## config.mk

```make
export PLATFORM = sky130hd
export DESIGN_NAME = sdac_cmd_if
export DESIGN_NICKNAME = d
export VERILOG_FILES = /design/src/rtl/sdac_pkg.sv /design/src/rtl/sdac_sync.sv /design/src/rtl/sdac_shifter.sv /design/src/rtl/sdac_exec.sv /design/src/rtl/sdac_cmd_if.sv
export SDC_FILE = /design/constraint.sdc
export NUM_CORES = 1
export LEC_CHECK = 0
export BUFFER_PORTS_ARGS = -buffer_cell sky130_fd_sc_hd__buf_2
export CORE_MARGIN = 1
export CORE_UTILIZATION = 40
export DETAILED_ROUTE_END_ITERATION = 12
export SYNTH_ARGS = -nofsm -noshare
export SYNTH_HDL_FRONTEND = slang
export SYNTH_SLANG_ARGS = --single-unit
```

## constraint.sdc

```tcl
create_clock -name clk -period 2.54 [get_ports clk]
set_input_delay 0.381 -clock clk [delete_from_list [all_inputs] [get_ports clk]]
set_output_delay 0.381 -clock clk [all_outputs]
set_load 0.01 [all_outputs]
```

## src/rtl/sdac_pkg.sv

```systemverilog
// Shared constants and types for the serial DAC command interface.
// Assumes a fixed word of command, data and one trailing sub-bit.
package sdac_pkg;
    localparam int CMD_W      = 3;
    localparam int DATA_W     = 12;
    localparam int FRAME_BITS = CMD_W + DATA_W + 1;
    localparam int BODY_W     = CMD_W + DATA_W;

    typedef enum logic [CMD_W-1:0] {
        CMD_NOP       = 3'b000,
        CMD_LOAD_IN   = 3'b001,
        CMD_UPDATE    = 3'b010,
        CMD_LOAD_BOTH = 3'b011,
        CMD_UO_LOW    = 3'b100,
        CMD_UO_HIGH   = 3'b101,
        CMD_ECHO_EDGE = 3'b110,
        CMD_SHDN      = 3'b111
    } cmd_e;

    // Word body without the sub-bit, MSB first on the wire
    typedef struct packed {
        cmd_e              cmd;
        logic [DATA_W-1:0] data;
    } body_t;
endpackage

```

## src/rtl/sdac_sync.sv

```systemverilog
// Multi-bit synchronizer: each bit gets its own flop chain.
// Assumes STAGES >= 2 and that the inputs are independent slow levels.
module sdac_sync #(
    parameter int          W       = 3,
    parameter int          STAGES  = 2,
    parameter logic [W-1:0] RST_VAL = '0
) (
    input  logic         clk,
    input  logic         rst_n,
    input  logic [W-1:0] d,
    output logic [W-1:0] q
);
    for (genvar i = 0; i < W; i++) begin : g_bit
        logic [STAGES-1:0] chain;

        // Shift the raw level through the metastability chain
        always_ff @(posedge clk) begin
            if (!rst_n) chain <= {STAGES{RST_VAL[i]}};
            else        chain <= {chain[STAGES-2:0], d[i]};
        end

        assign q[i] = chain[STAGES-1];
    end
endmodule

```

## src/rtl/sdac_shifter.sv

```systemverilog
// Serial receive path: edge detection on the synchronized pins, the
// input shift register, the bit counter, the word-accept strobe and
// the echo shifter that drives dout.
// Assumes sclk and cs_n arrive already synchronized and that each
// sclk phase spans several system clocks.
module sdac_shifter
    import sdac_pkg::*;
(
    input  logic              clk,
    input  logic              rst_n,
    input  logic              sclk_s,
    input  logic              csn_s,
    input  logic              din_s,
    input  logic              echo_rise,
    output logic [BODY_W-1:0] body,
    output logic              frame_go,
    output logic              dout,
    output logic              dout_oe
);
    localparam int CNT_W   = $clog2(FRAME_BITS + 2);
    localparam int CNT_TOP = FRAME_BITS + 1;

    logic                  sclk_d;
    logic                  csn_d;
    logic [FRAME_BITS-1:0] sr;
    logic [FRAME_BITS-1:0] echo;
    logic [CNT_W-1:0]      cnt;
    logic                  sel_low;
    logic                  sclk_up;
    logic                  sclk_dn;
    logic                  cs_open;
    logic                  cs_close;
    logic                  echo_step;

    assign sel_low   = ~csn_s;
    assign sclk_up   = sclk_s & ~sclk_d & sel_low;
    assign sclk_dn   = ~sclk_s & sclk_d & sel_low;
    assign cs_open   = ~csn_s & csn_d;
    assign cs_close  = csn_s & ~csn_d;
    assign echo_step = echo_rise ? sclk_up : sclk_dn;
    assign body      = sr[FRAME_BITS-1 -: BODY_W];

    // Previous-sample registers for edge detection
    always_ff @(posedge clk) begin
        if (!rst_n) begin
            sclk_d <= 1'b0;
            csn_d  <= 1'b1;
        end else begin
            sclk_d <= sclk_s;
            csn_d  <= csn_s;
        end
    end

    // Capture one bit per rising sclk while selected
    always_ff @(posedge clk) begin
        if (!rst_n)       sr <= '0;
        else if (sclk_up) sr <= {sr[FRAME_BITS-2:0], din_s};
    end

    // Count the bits of the current word, saturating past full length
    always_ff @(posedge clk) begin
        if (!rst_n)                          cnt <= '0;
        else if (cs_open)                    cnt <= '0;
        else if (sclk_up && cnt != CNT_TOP[CNT_W-1:0]) cnt <= cnt + 1'b1;
    end

    // Accept strobe: select released after exactly one full word
    always_ff @(posedge clk) begin
        if (!rst_n) frame_go <= 1'b0;
        else        frame_go <= cs_close && (cnt == FRAME_BITS[CNT_W-1:0]);
    end

    // Echo shifter: load the last word at select, step on the chosen edge
    always_ff @(posedge clk) begin
        if (!rst_n) begin
            echo <= '0;
            dout <= 1'b0;
        end else if (cs_open) begin
            echo <= sr;
            dout <= sr[FRAME_BITS-1];
        end else if (echo_step) begin
            echo <= {echo[FRAME_BITS-2:0], 1'b0};
            dout <= echo[FRAME_BITS-2];
        end
    end

    // Output enable follows the synchronized select
    always_ff @(posedge clk) begin
        if (!rst_n) dout_oe <= 1'b0;
        else        dout_oe <= sel_low;
    end
endmodule

```

## src/rtl/sdac_exec.sv

```systemverilog
// Command executor: decodes an accepted word and updates the two code
// registers, the user output, the echo edge flag and the power state.
// Assumes frame_go is a one-cycle strobe with body stable alongside.
module sdac_exec
    import sdac_pkg::*;
(
    input  logic              clk,
    input  logic              rst_n,
    input  logic              frame_go,
    input  logic [BODY_W-1:0] body,
    output logic [DATA_W-1:0] in_code,
    output logic [DATA_W-1:0] dac_code,
    output logic              user_out,
    output logic              echo_rise,
    output logic              pd_state,
    output logic              shdn_req,
    output logic              wake_req
);
    body_t w;
    assign w = body_t'(body);

    // Execute the decoded command and emit single-cycle requests
    always_ff @(posedge clk) begin
        if (!rst_n) begin
            in_code   <= '0;
            dac_code  <= '0;
            user_out  <= 1'b0;
            echo_rise <= 1'b0;
            pd_state  <= 1'b0;
            shdn_req  <= 1'b0;
            wake_req  <= 1'b0;
        end else begin
            shdn_req <= 1'b0;
            wake_req <= 1'b0;
            if (frame_go) begin
                case (w.cmd)
                    CMD_LOAD_IN: in_code <= w.data;
                    CMD_UPDATE: begin
                        dac_code <= in_code;
                        pd_state <= 1'b0;
                        wake_req <= 1'b1;
                    end
                    CMD_LOAD_BOTH: begin
                        in_code  <= w.data;
                        dac_code <= w.data;
                        pd_state <= 1'b0;
                        wake_req <= 1'b1;
                    end
                    CMD_UO_LOW:  user_out <= 1'b0;
                    CMD_UO_HIGH: user_out <= 1'b1;
                    CMD_ECHO_EDGE: begin
                        if (w.data[DATA_W-1])                     echo_rise <= 1'b1;
                        else if (!w.data[DATA_W-2])               echo_rise <= 1'b0;
                    end
                    CMD_SHDN: begin
                        pd_state <= 1'b1;
                        shdn_req <= 1'b1;
                    end
                    default: ;
                endcase
            end
        end
    end
endmodule

```

## src/rtl/sdac_cmd_if.sv

```systemverilog
// Top level of the serial DAC command interface: synchronizes the
// serial pins, receives words and executes commands.
// Assumes sclk phases of several clk cycles and a quiet sclk around
// the cs_n edges.
module sdac_cmd_if
    import sdac_pkg::*;
#(
    parameter int SYNC_STAGES = 2
) (
    input  logic              clk,
    input  logic              rst_n,
    input  logic              sclk,
    input  logic              cs_n,
    input  logic              din,
    output logic              dout,
    output logic              dout_oe,
    output logic [DATA_W-1:0] in_code,
    output logic [DATA_W-1:0] dac_code,
    output logic              user_out,
    output logic              dout_rise,
    output logic              pd_state,
    output logic              shdn_req,
    output logic              wake_req
);
    logic [2:0]        pins_s;
    logic [BODY_W-1:0] body;
    logic              frame_go;

    sdac_sync #(.W(3), .STAGES(SYNC_STAGES), .RST_VAL(3'b010)) u_sync (
        .clk   (clk),
        .rst_n (rst_n),
        .d     ({din, cs_n, sclk}),
        .q     (pins_s)
    );

    sdac_shifter u_shift (
        .clk       (clk),
        .rst_n     (rst_n),
        .sclk_s    (pins_s[0]),
        .csn_s     (pins_s[1]),
        .din_s     (pins_s[2]),
        .echo_rise (dout_rise),
        .body      (body),
        .frame_go  (frame_go),
        .dout      (dout),
        .dout_oe   (dout_oe)
    );

    sdac_exec u_exec (
        .clk       (clk),
        .rst_n     (rst_n),
        .frame_go  (frame_go),
        .body      (body),
        .in_code   (in_code),
        .dac_code  (dac_code),
        .user_out  (user_out),
        .echo_rise (dout_rise),
        .pd_state  (pd_state),
        .shdn_req  (shdn_req),
        .wake_req  (wake_req)
    );
endmodule

```

### Word level (Yosys, flattened, before mapping)

Cells that the tools add are included.

| operators by class | value |
|---|---|
| equal/unequal tests | 10 |
| reductions and logical operators | 15 |
| bitwise operators | 11 |
| $add $sub $neg | 1 |
| mux-type cells | 12 |

Operators with widths:

| kind | count |
|---|---|
| two-way mux 15 bit | 2 |
| case mux 12 bit (2 select lines) | 1 |
| equality test 3 bit (second input constant) | 4 |
| AND reduction 2 bit | 5 |
| nonzero test 2 bit | 4 |
| two-way mux 1 bit | 7 |
| bitwise AND 1 bit | 6 |
| equality test 3 x 2 -> 1 bit (second input constant) | 2 |
| OR reduction 2 bit | 3 |
| adder 5 x 1 -> 5 bit (second input constant) | 1 |
| equality test 5 bit (second input constant) | 1 |
| inequality test 5 bit (second input constant) | 1 |
| inverter 1 bit | 5 |
| case mux 1 bit (2 select lines) | 2 |
| equality test 3 x 1 -> 1 bit (second input constant) | 1 |
| AND reduction 3 bit | 1 |
| logical AND 1 bit | 2 |
| inequality test 2 x 1 -> 1 bit (second input constant) | 1 |

| storage, ports and cells | value |
|---|---|
| output and inout port bits | 31 |
| input bits | 5 |
| logic and storage cells | 67 |
| flip-flop bits (word level) | 76 |

### Depth between registers and ports, before layout

Gate-level depths: netlist of run 1.

| depth | value |
|---|---|
| word-level depth | 6 |
| mapped depth | 6 |
| mapped depth without buffers | 5 |

### By module

A second synthesis of run 1 with hierarchy kept.

| second synthesis, totals | value |
|---|---|
| cell total of the unflattened synthesis | 349 |
| area, all modules | 3316.9 um^2 |

By module, submodules not included:

| module | cells an instance | area each (um^2) | times used | seq. area each (um^2) |
|---|---|---|---|---|
| sdac_shifter | 221 | 1964.4 | 1 | 820.8 |
| sdac_exec | 113 | 1172.4 | 1 | 580.6 |
| sdac_sync | 15 | 180.2 | 1 | 120.1 |

### Worst setup path after synthesis of run 1

OpenSTA, ideal clock, no wires.

| timing path | value |
|---|---|
| kind | reg-to-reg |
| start | register u_exec.echo_rise |
| end | register u_shift.dout |
| slack | 1.140 ns |
| period minus slack after synthesis | 1.400 ns |
| cell stages (with the launch flop) | 5 |
| arrival | 1.328 ns |
| cell sequence | dfxtp_1 > and3b_1 > o31ai_4 > buf_8 > mux2i_1 |

| between the ends | value |
|---|---|
| cells in the longest elaborated chain, start to end | 2 |

RTL lines:

| item | line | source |
|---|---|---|
| from (decl) | sdac_exec.sv:14 | `output logic echo_rise,` |
| from (signal assigned) | sdac_exec.sv:28 | `echo_rise <= 1'b0;` |
| from (signal assigned) | sdac_exec.sv:52 | `if (w.data[DATA_W-1]) echo_rise <= 1'b1;` |
| from (signal assigned) | sdac_exec.sv:53 | `else if (!w.data[DATA_W-2]) echo_rise <= 1'b0;` |
| two-way mux 1 bit | sdac_shifter.sv:40 | `assign echo_step = echo_rise ? sclk_up : sclk_dn;` |
| nonzero test 2 bit (no line) | - |  |
| to (signal assigned) | sdac_shifter.sv:80 | `dout <= sr[FRAME_BITS-1];` |
| to (signal assigned) | sdac_shifter.sv:83 | `dout <= echo[FRAME_BITS-2];` |
| to (decl) | sdac_shifter.sv:17 | `output logic dout,` |

Every way passes these cells.
A chain may end at the register's enable or synchronous reset.

### Worst setup path after layout of run 1

| timing path | value |
|---|---|
| start | register u_sync.g_bit[1].chain[1] |
| end | register u_shift.cnt[4] |

| between the ends | value |
|---|---|
| cells in the longest elaborated chain, start to end | 3 |

RTL lines:

| item | line | source |
|---|---|---|
| from (decl) | sdac_sync.sv:14 | `logic [STAGES-1:0] chain;` |
| from (signal assigned) | sdac_sync.sv:18 | `if (!rst_n) chain <= {STAGES{RST_VAL[i]}};` |
| from (signal assigned) | sdac_sync.sv:19 | `else chain <= {chain[STAGES-2:0], d[i]};` |
| inverter 1 bit * | sdac_shifter.sv:35, sdac_shifter.sv:38 |  |
| bitwise AND 1 bit (on tied branches) | sdac_shifter.sv:38, sdac_shifter.sv:36 |  |
| OR reduction 2 bit (no line) / logical AND 1 bit (equally long branches) | - |  |
| to (signal assigned) | sdac_shifter.sv:64 | `else if (sclk_up && cnt != CNT_TOP[CNT_W-1:0]) cnt <= cnt + 1'b1;` |
| to (decl) | sdac_shifter.sv:27 | `logic [CNT_W-1:0] cnt;` |

Mark *: on every way between the ends. The rest lies on a longest branch, timed or not.

==> results of run 1 <==
==> sequential cells by signal, indices dropped and copies added (netlist names) <==
name and flops:
u_exec.dac_code 12, u_exec.echo_rise 1, u_exec.in_code 12, u_exec.pd_state 1, u_exec.shdn_req 1, u_exec.user_out 1, u_exec.wake_req 1, u_shift.cnt 5
u_shift.csn_d 1, u_shift.dout 1, u_shift.dout_oe 1, u_shift.echo 15, u_shift.frame_go 1, u_shift.sclk_d 1, u_shift.sr 16, u_sync.g_bit.chain 6
==> per-stage QoR <==
| stage | utilization | hold slack, ns | worst slack [ns] | instances | power, W |
|---|---|---|---|---|---|
| global route | 0.4861 | 0.1977 | 0.7154 | 464 | 0.002382 |
| CTS | 0.4861 | 0.2047 | 0.7741 | 464 | 0.002316 |
| global placement | 0.4558 | 0.4118 | 0.8278 | 448 | 0.001294 |
| floorplan | - | 0.3863 | 1.140 | 330 | 0.001280 |
| finish | 0.4861 | 0.2212 | 0.7659 | 464 | 0.002285 |
| detailed placement | 0.4558 | 0.4002 | 0.8066 | 448 | 0.001295 |
==> worst register-to-register path, stage by stage, from the launching register on <==
cell	delay, ns
dfxtp_1	0.37
or3b_1	0.70
o31a_1	0.40
o21ba_2	0.21
==> per-layer routing <==
metal / vias to the layer above / routed length, um
li1: 1196 / -
met5: - / 0
met2: 48 / 2743
met4: 0 / 60
met1: 1114 / 3334
met3: 6 / 237
==> cell families (layout without fill, tap and decap cells) <==
kind of cell,after synthesis,count (layout),share of synthesized area
adder cells (fa/ha/maj),3,3,0.01192
buffers and inverters,31,66,0.04646
flip-flops,76,76,0.4829
AO/OA/AOI/OAI,73,73,0.1537
AND/OR/NAND/NOR,108,108,0.1811
multiplexers,39,39,0.1239
==> final cells by class <==
| type | count | area, um2 | share of cell area |
|---|---|---|---|
| timing repair buffer | 43 | 235.2 | 0.06498 |
| inverter | 7 | 26.28 | 0.007259 |
| clock inverter | 6 | 87.58 | 0.02420 |
| tap | 99 | 123.9 | 0.03422 |
| multi-input combinational | 223 | 1488 | 0.4110 |
| clock buffer | 10 | 137.6 | 0.03802 |
| sequential | 76 | 1521 | 0.4203 |
==> where the power goes <==
group          internal [W]  leakage (nW)  switching (W)
logic             0.0000276         0.844      0.0000375
registers           0.00120         0.614     0.00000370
clock network      0.000580         0.116       0.000438
==> final timing paths <==
kind,start,endpoint,slack [ns],cells after the start
max,u_sync.g_bit[1].chain[1],u_shift.cnt[4],0.77,3
min,cs_n,u_sync.g_bit[1].chain[0],0.22,2
max reg2reg,u_sync.g_bit[1].chain[1],u_shift.cnt[4],0.77,3
min reg2reg,u_sync.g_bit[1].chain[0],u_sync.g_bit[1].chain[1],0.43,1
==> placed cells by master, fill, tap and decap left out, types with 2 or more instances in the layout <==
master     Yosys  routed
a21oi_1       16      16
dfxtp_1       76      76
nand4b_1       3       3
buf_4          2       8
clkinv_2       0       2
ha_1           3       3
clkbuf_8       0      10
or2_2         16      16
nand2_1       50      50
mux2i_1       39      39
nand3_1        4       4
inv_1          6       6
a21o_1         2       2
buf_2          9      35
and3b_1        2       2
o21ai_0       17      17
clkinv_4       0       2
o211ai_1      15      15
nand3b_1       2       2
nor2b_1       13      13
a21boi_0      18      18
bufinv_16      0       2
and2_1         7       7
nand2b_1       2       2
==> results.md, run 1 <==
* Max IR drop VDD at 0.0003514 V
* Setup crit end kind: register
* Most used routing layer: met2
* GR Util met3 at 0.04798
* Max Slew Vio Count at 0
* Leakage power at 1.573 nW
* Die area at 8236 um2
* Skew-Pair Late Insertion Delay at 0.34 ns
* Clock sinks at 76
* CTS root buf: clkbuf_8
* DR WL/cell at 13.74 um
* Post-DP Area at about 3400 um2
* Unique cell type count in the Yosys netlist at 36
* Initial antenna violation count at 0
* Global Route Usage Sum at 0.1670
* Met2 Resource Use GR at 0.2424
* Mapped cell area at 3151 um2
* Detailed router's first-iteration violation count at 157
* Largest net degree at the start of global routing at 50
* Rows at 31
* Global-route track usage on met1 at 0.2333
* Max-Slew Margin vs Limit at 0.4877
* First-pass GRT wire length at approximately 11000 um
* Ys flop type: dfxtp_1
* Reg clk slew, reported paths at 0.08 ns
* Crit path largest cell delay at 0.70 ns
* Nets at 368
* Routability Congestion at between 0.7 and 0.8
* Clock Skew at between 0.01 and 0.015 ns
* Total grt overflow at 0
* # fillers at 726
* Syn nets at 338
* Final Hold Fails at 0
* Top Ports at 36
* Post-CTS Resized at 0
* HPWL after DPL at 4212 um
* Max clock buf depth at 2
* CP Class: reg2reg
* Number of global-route vias before repair at 2242
* Critical Path RT at 2.78 ns
* Worst path cell trace: or3b_1 > o31a_1 > o21ba_2
* CP bufs+invs at 0
* Die H at ~91 um
* Hold Buf Count CTS at 0
* Setup TNS at 0 ns
* Via count at between 2000 and 2500
* Most common library cells after synthesis: 76 x dfxtp_1, 50 x nand2_1, 39 x mux2i_1
* Setup Viol. Count Final at 0
* Flop and latch count out of synthesis at 76
* Area contributors post-synth: dfxtp_1 48%, mux2i_1 12%, nand2_1 6.0%, a21boi_0 4.3%, o211ai_1 3.6%
* Number of synthesized flops with an enable pin at 0
* Starting Density at 0.4231
* Mapped Cells at 330
* Buffers inserted by post-CTS timing repair at 0
* Period minus WS final at 1.774 ns
* Syn avg cell area at 9.547 um2
* Design area at about 3600 um2
* Number of CTS-inserted buffers at 9
* Hold Path Class: in2reg
* CTS tree: done
* Synth top area share at 0.4829
* Total Wirelength at 6376 um
* First-pass detailed-route iteration total at 4
* Detail Route Antenna Nets at 0
* Top cell type by total area after synthesis: dfxtp_1
* Ys Warns at 0
* Port Buffer Count at 35
* Vias per Instance at 5.095
* RSZ-0062 raised after global routing: false
* Fraction of the cycle the final worst path needs at 0.6985
* Largest fanout on the critical path at 21
* WP data arrival at 2.01 ns
* Status: complete, no violations
* Pwr dens at ~630 nW/um2
* # DRC at 0
* Top delay family on crit path: simple AND/OR/NAND/NOR gates
* Area growth, synth to finish at 14.89%
* Most frequent cell after synthesis: dfxtp_1
* Crit path max-delay cell type: or3b_1
* Slew @ Worst Pin at 0.7684 ns
* H-Tree Depth at 3
* Layout cell share with drive strength beyond 1 at 0.2137
* Asr flop ratio synth at 0
* Core area at 7447 um2
* Register area share after synthesis at 0.4829
* N_diodes at 0
* Max Freq at between 0.5 and 0.6 GHz
* Die Width at 90.75 um
* Max-Cap Viols at 0
* Crit start category: register
Note: power is estimated with default switching activity, not from simulation.
==> run 2: changes to the inputs <==
==> constraint.sdc (replaced) <==
create_clock -name clk -period 1.8 [get_ports clk]
set_input_delay 0.27 -clock clk [delete_from_list [all_inputs] [get_ports clk]]
set_output_delay 0.27 -clock clk [all_outputs]
set_load 0.01 [all_outputs]
==> run 2 against run 1 <==
Non-clock buffer count is 1 higher. Clock skew hardly changed. Cell count stayed put. Routed wire length is 0.67% higher. Design area increased by 1.6%. Register-to-register slack worse by 0.50 ns. Critical endpoint unchanged. Largest power group unchanged.
==> results.md, run 2 (same netlist as run 1, synthesis figures left out) <==
* Pwr dens at ~950 nW/um2
* Biggest register: u_shift.sr
* Max Freq at 0.6520 GHz
* Layout cell share with drive strength beyond 1 at 0.2137
* Leading cell type in the layout, fill and taps excluded: dfxtp_1
* Detail Route Antenna Nets at 0
* Register area at 1521 um2
* Hold Path Class: in2reg
* Hold Buf Count CTS at 0
* Footprint of the multi-input gates at 1488 um2
* Worst path cell trace: clkinv_1 > o21ai_0 > o21ba_2
* Leakage power at approximately 1.6 nW
* Rows at 31
* Nets at 369
* Final Util at 0.4936
* Max-Slew Margin vs Limit at 0.6361
* Largest registers: u_shift.sr x16, u_shift.echo x15
* Largest net degree at the start of global routing at 77
* Die area at 8236 um2
* Final Hold Fails at 0
* # DRC at 0
* Via count at 2293
* Max clock buf depth at 2
* Crit start category: register
* Die H at around 91 um
* Max Slew Vio Count at 0
* RSZ-0062 raised after global routing: false
* DR WL/cell at 13.83 um
* Number of CTS-inserted buffers at 9
* Setup Viol. Count Final at 0
* Setup TNS at 0 ns
* Setup crit end kind: register
* CTS tree: done
* N_diodes at 0
* Commonest non-fill, non-tap cells in the layout: 76 x dfxtp_1, 50 x nand2_1, 39 x mux2i_1
* # fillers at a little over 700
* WP data arrival at ~1.8 ns
* Max-Cap Viols at 0
* H-Tree Depth at 3
* Total Wirelength at 6419 um
* Largest register FFs at 16
* Total grt overflow at 0
* HPWL after DPL at 4084 um
* Buffers inserted by post-CTS timing repair at 0
* CP Class: reg2reg
* Die Width at 90.75 um
* Vias per Instance at 4.942
* Period minus WS final at 1.534 ns
* Status: complete, no violations
* Crit path largest cell delay at approximately 0.53 ns
* Core area at 7447 um2
* Clock sinks at 76
* Critical Path RT at just over 2 ns
* Crit path max-delay cell type: dfxtp_1
* Clock Skew at 0.01175 ns
* Reg clk slew, reported paths at 0.07 ns
* Number of global-route vias before repair at 2330
* CTS root buf: clkbuf_8
* First-pass detailed-route iteration total at 4
* Fraction of the cycle the final worst path needs at 0.8520
* Top Ports at 36
* Global Route Usage Sum at 0.1679
* Area growth, synth to finish at 16.68%
* Initial antenna violation count at 0
* Largest fanout on the critical path at 10
* Routability Congestion at 0.7686
* Skew-Pair Late Insertion Delay at 0.35 ns
* Slew @ Worst Pin at 0.5402 ns
* Detailed router's first-iteration violation count at 97
* Starting Density at 0.4231
* First-pass GRT wire length at between 10000 and 15000 um
* Max IR drop VDD at between 0.0004 and 0.0005 V
* Post-CTS Resized at 0
* Port Buffer Count at 35
run 2: final timing paths:
path / slack, ns / start / cells past startpoint / endpoint
setup / recovery: 0.27 / u_shift.csn_d / 3 / u_shift.cnt[4]
hold / removal: 0.10 / cs_n / 2 / u_sync.g_bit[1].chain[0]
setup reg to reg: 0.27 / u_shift.csn_d / 3 / u_shift.cnt[4]
hold reg to reg: 0.42 / u_sync.g_bit[1].chain[0] / 1 / u_sync.g_bit[1].chain[1]
run 2: metal layers:
metal | GRT usage | wire length [um] | up-vias
met4 | 0.07661 | 121 | 0
li1 | - | - | 1191
met3 | 0.03620 | 267 | 9
met5 | 0 | 0 | -
met1 | 0.2223 | 3314 | 1056
met2 | 0.2601 | 2716 | 37
run 2: area by class of cell:
class | instances | share of cell area
Sequential cell | 76 | 0.4139
Clock buffer | 9 | 0.03370
Clock inverter | 6 | 0.03744
Tap cell | 99 | 0.03370
Timing Repair Buffer | 44 | 0.06943
Inverter | 7 | 0.007148
Multi-Input combinational cell | 223 | 0.4047
run 2: critical path, delay by kind of cell, from the launching register on:
kind	cells	cell delay, ns
AOI/OAI and AO/OA	2	0.72
buffers and inverters	1	0.18
DFF	1	0.53
run 2: through the flow:
step / setup slack [ns] / cell area, um2 / hold WS, ns / cells / total power [W]
after global placement: 0.2764 / 3415 / 0.4129 / 449 / 0.001828
after floorplan: 0.4003 / 3151 / 0.3715 / 330 / 0.001806
final: 0.2663 / 3676 / 0.1035 / 464 / 0.003490
after detailed placement: 0.2570 / 3415 / 0.4051 / 449 / 0.001829
after CTS: 0.2452 / 3676 / 0.08938 / 464 / 0.003525
after global routing: 0.1724 / 3676 / 0.1188 / 464 / 0.003609
run 2: power breakdown:
group,total (W),internal (W),switching [W]
clock network,0.00170,0.00106,0.000644
registers,0.00170,0.00169,0.00000694
logic,0.0000906,0.0000405,0.0000500
total,0.00349,0.00279,0.000701
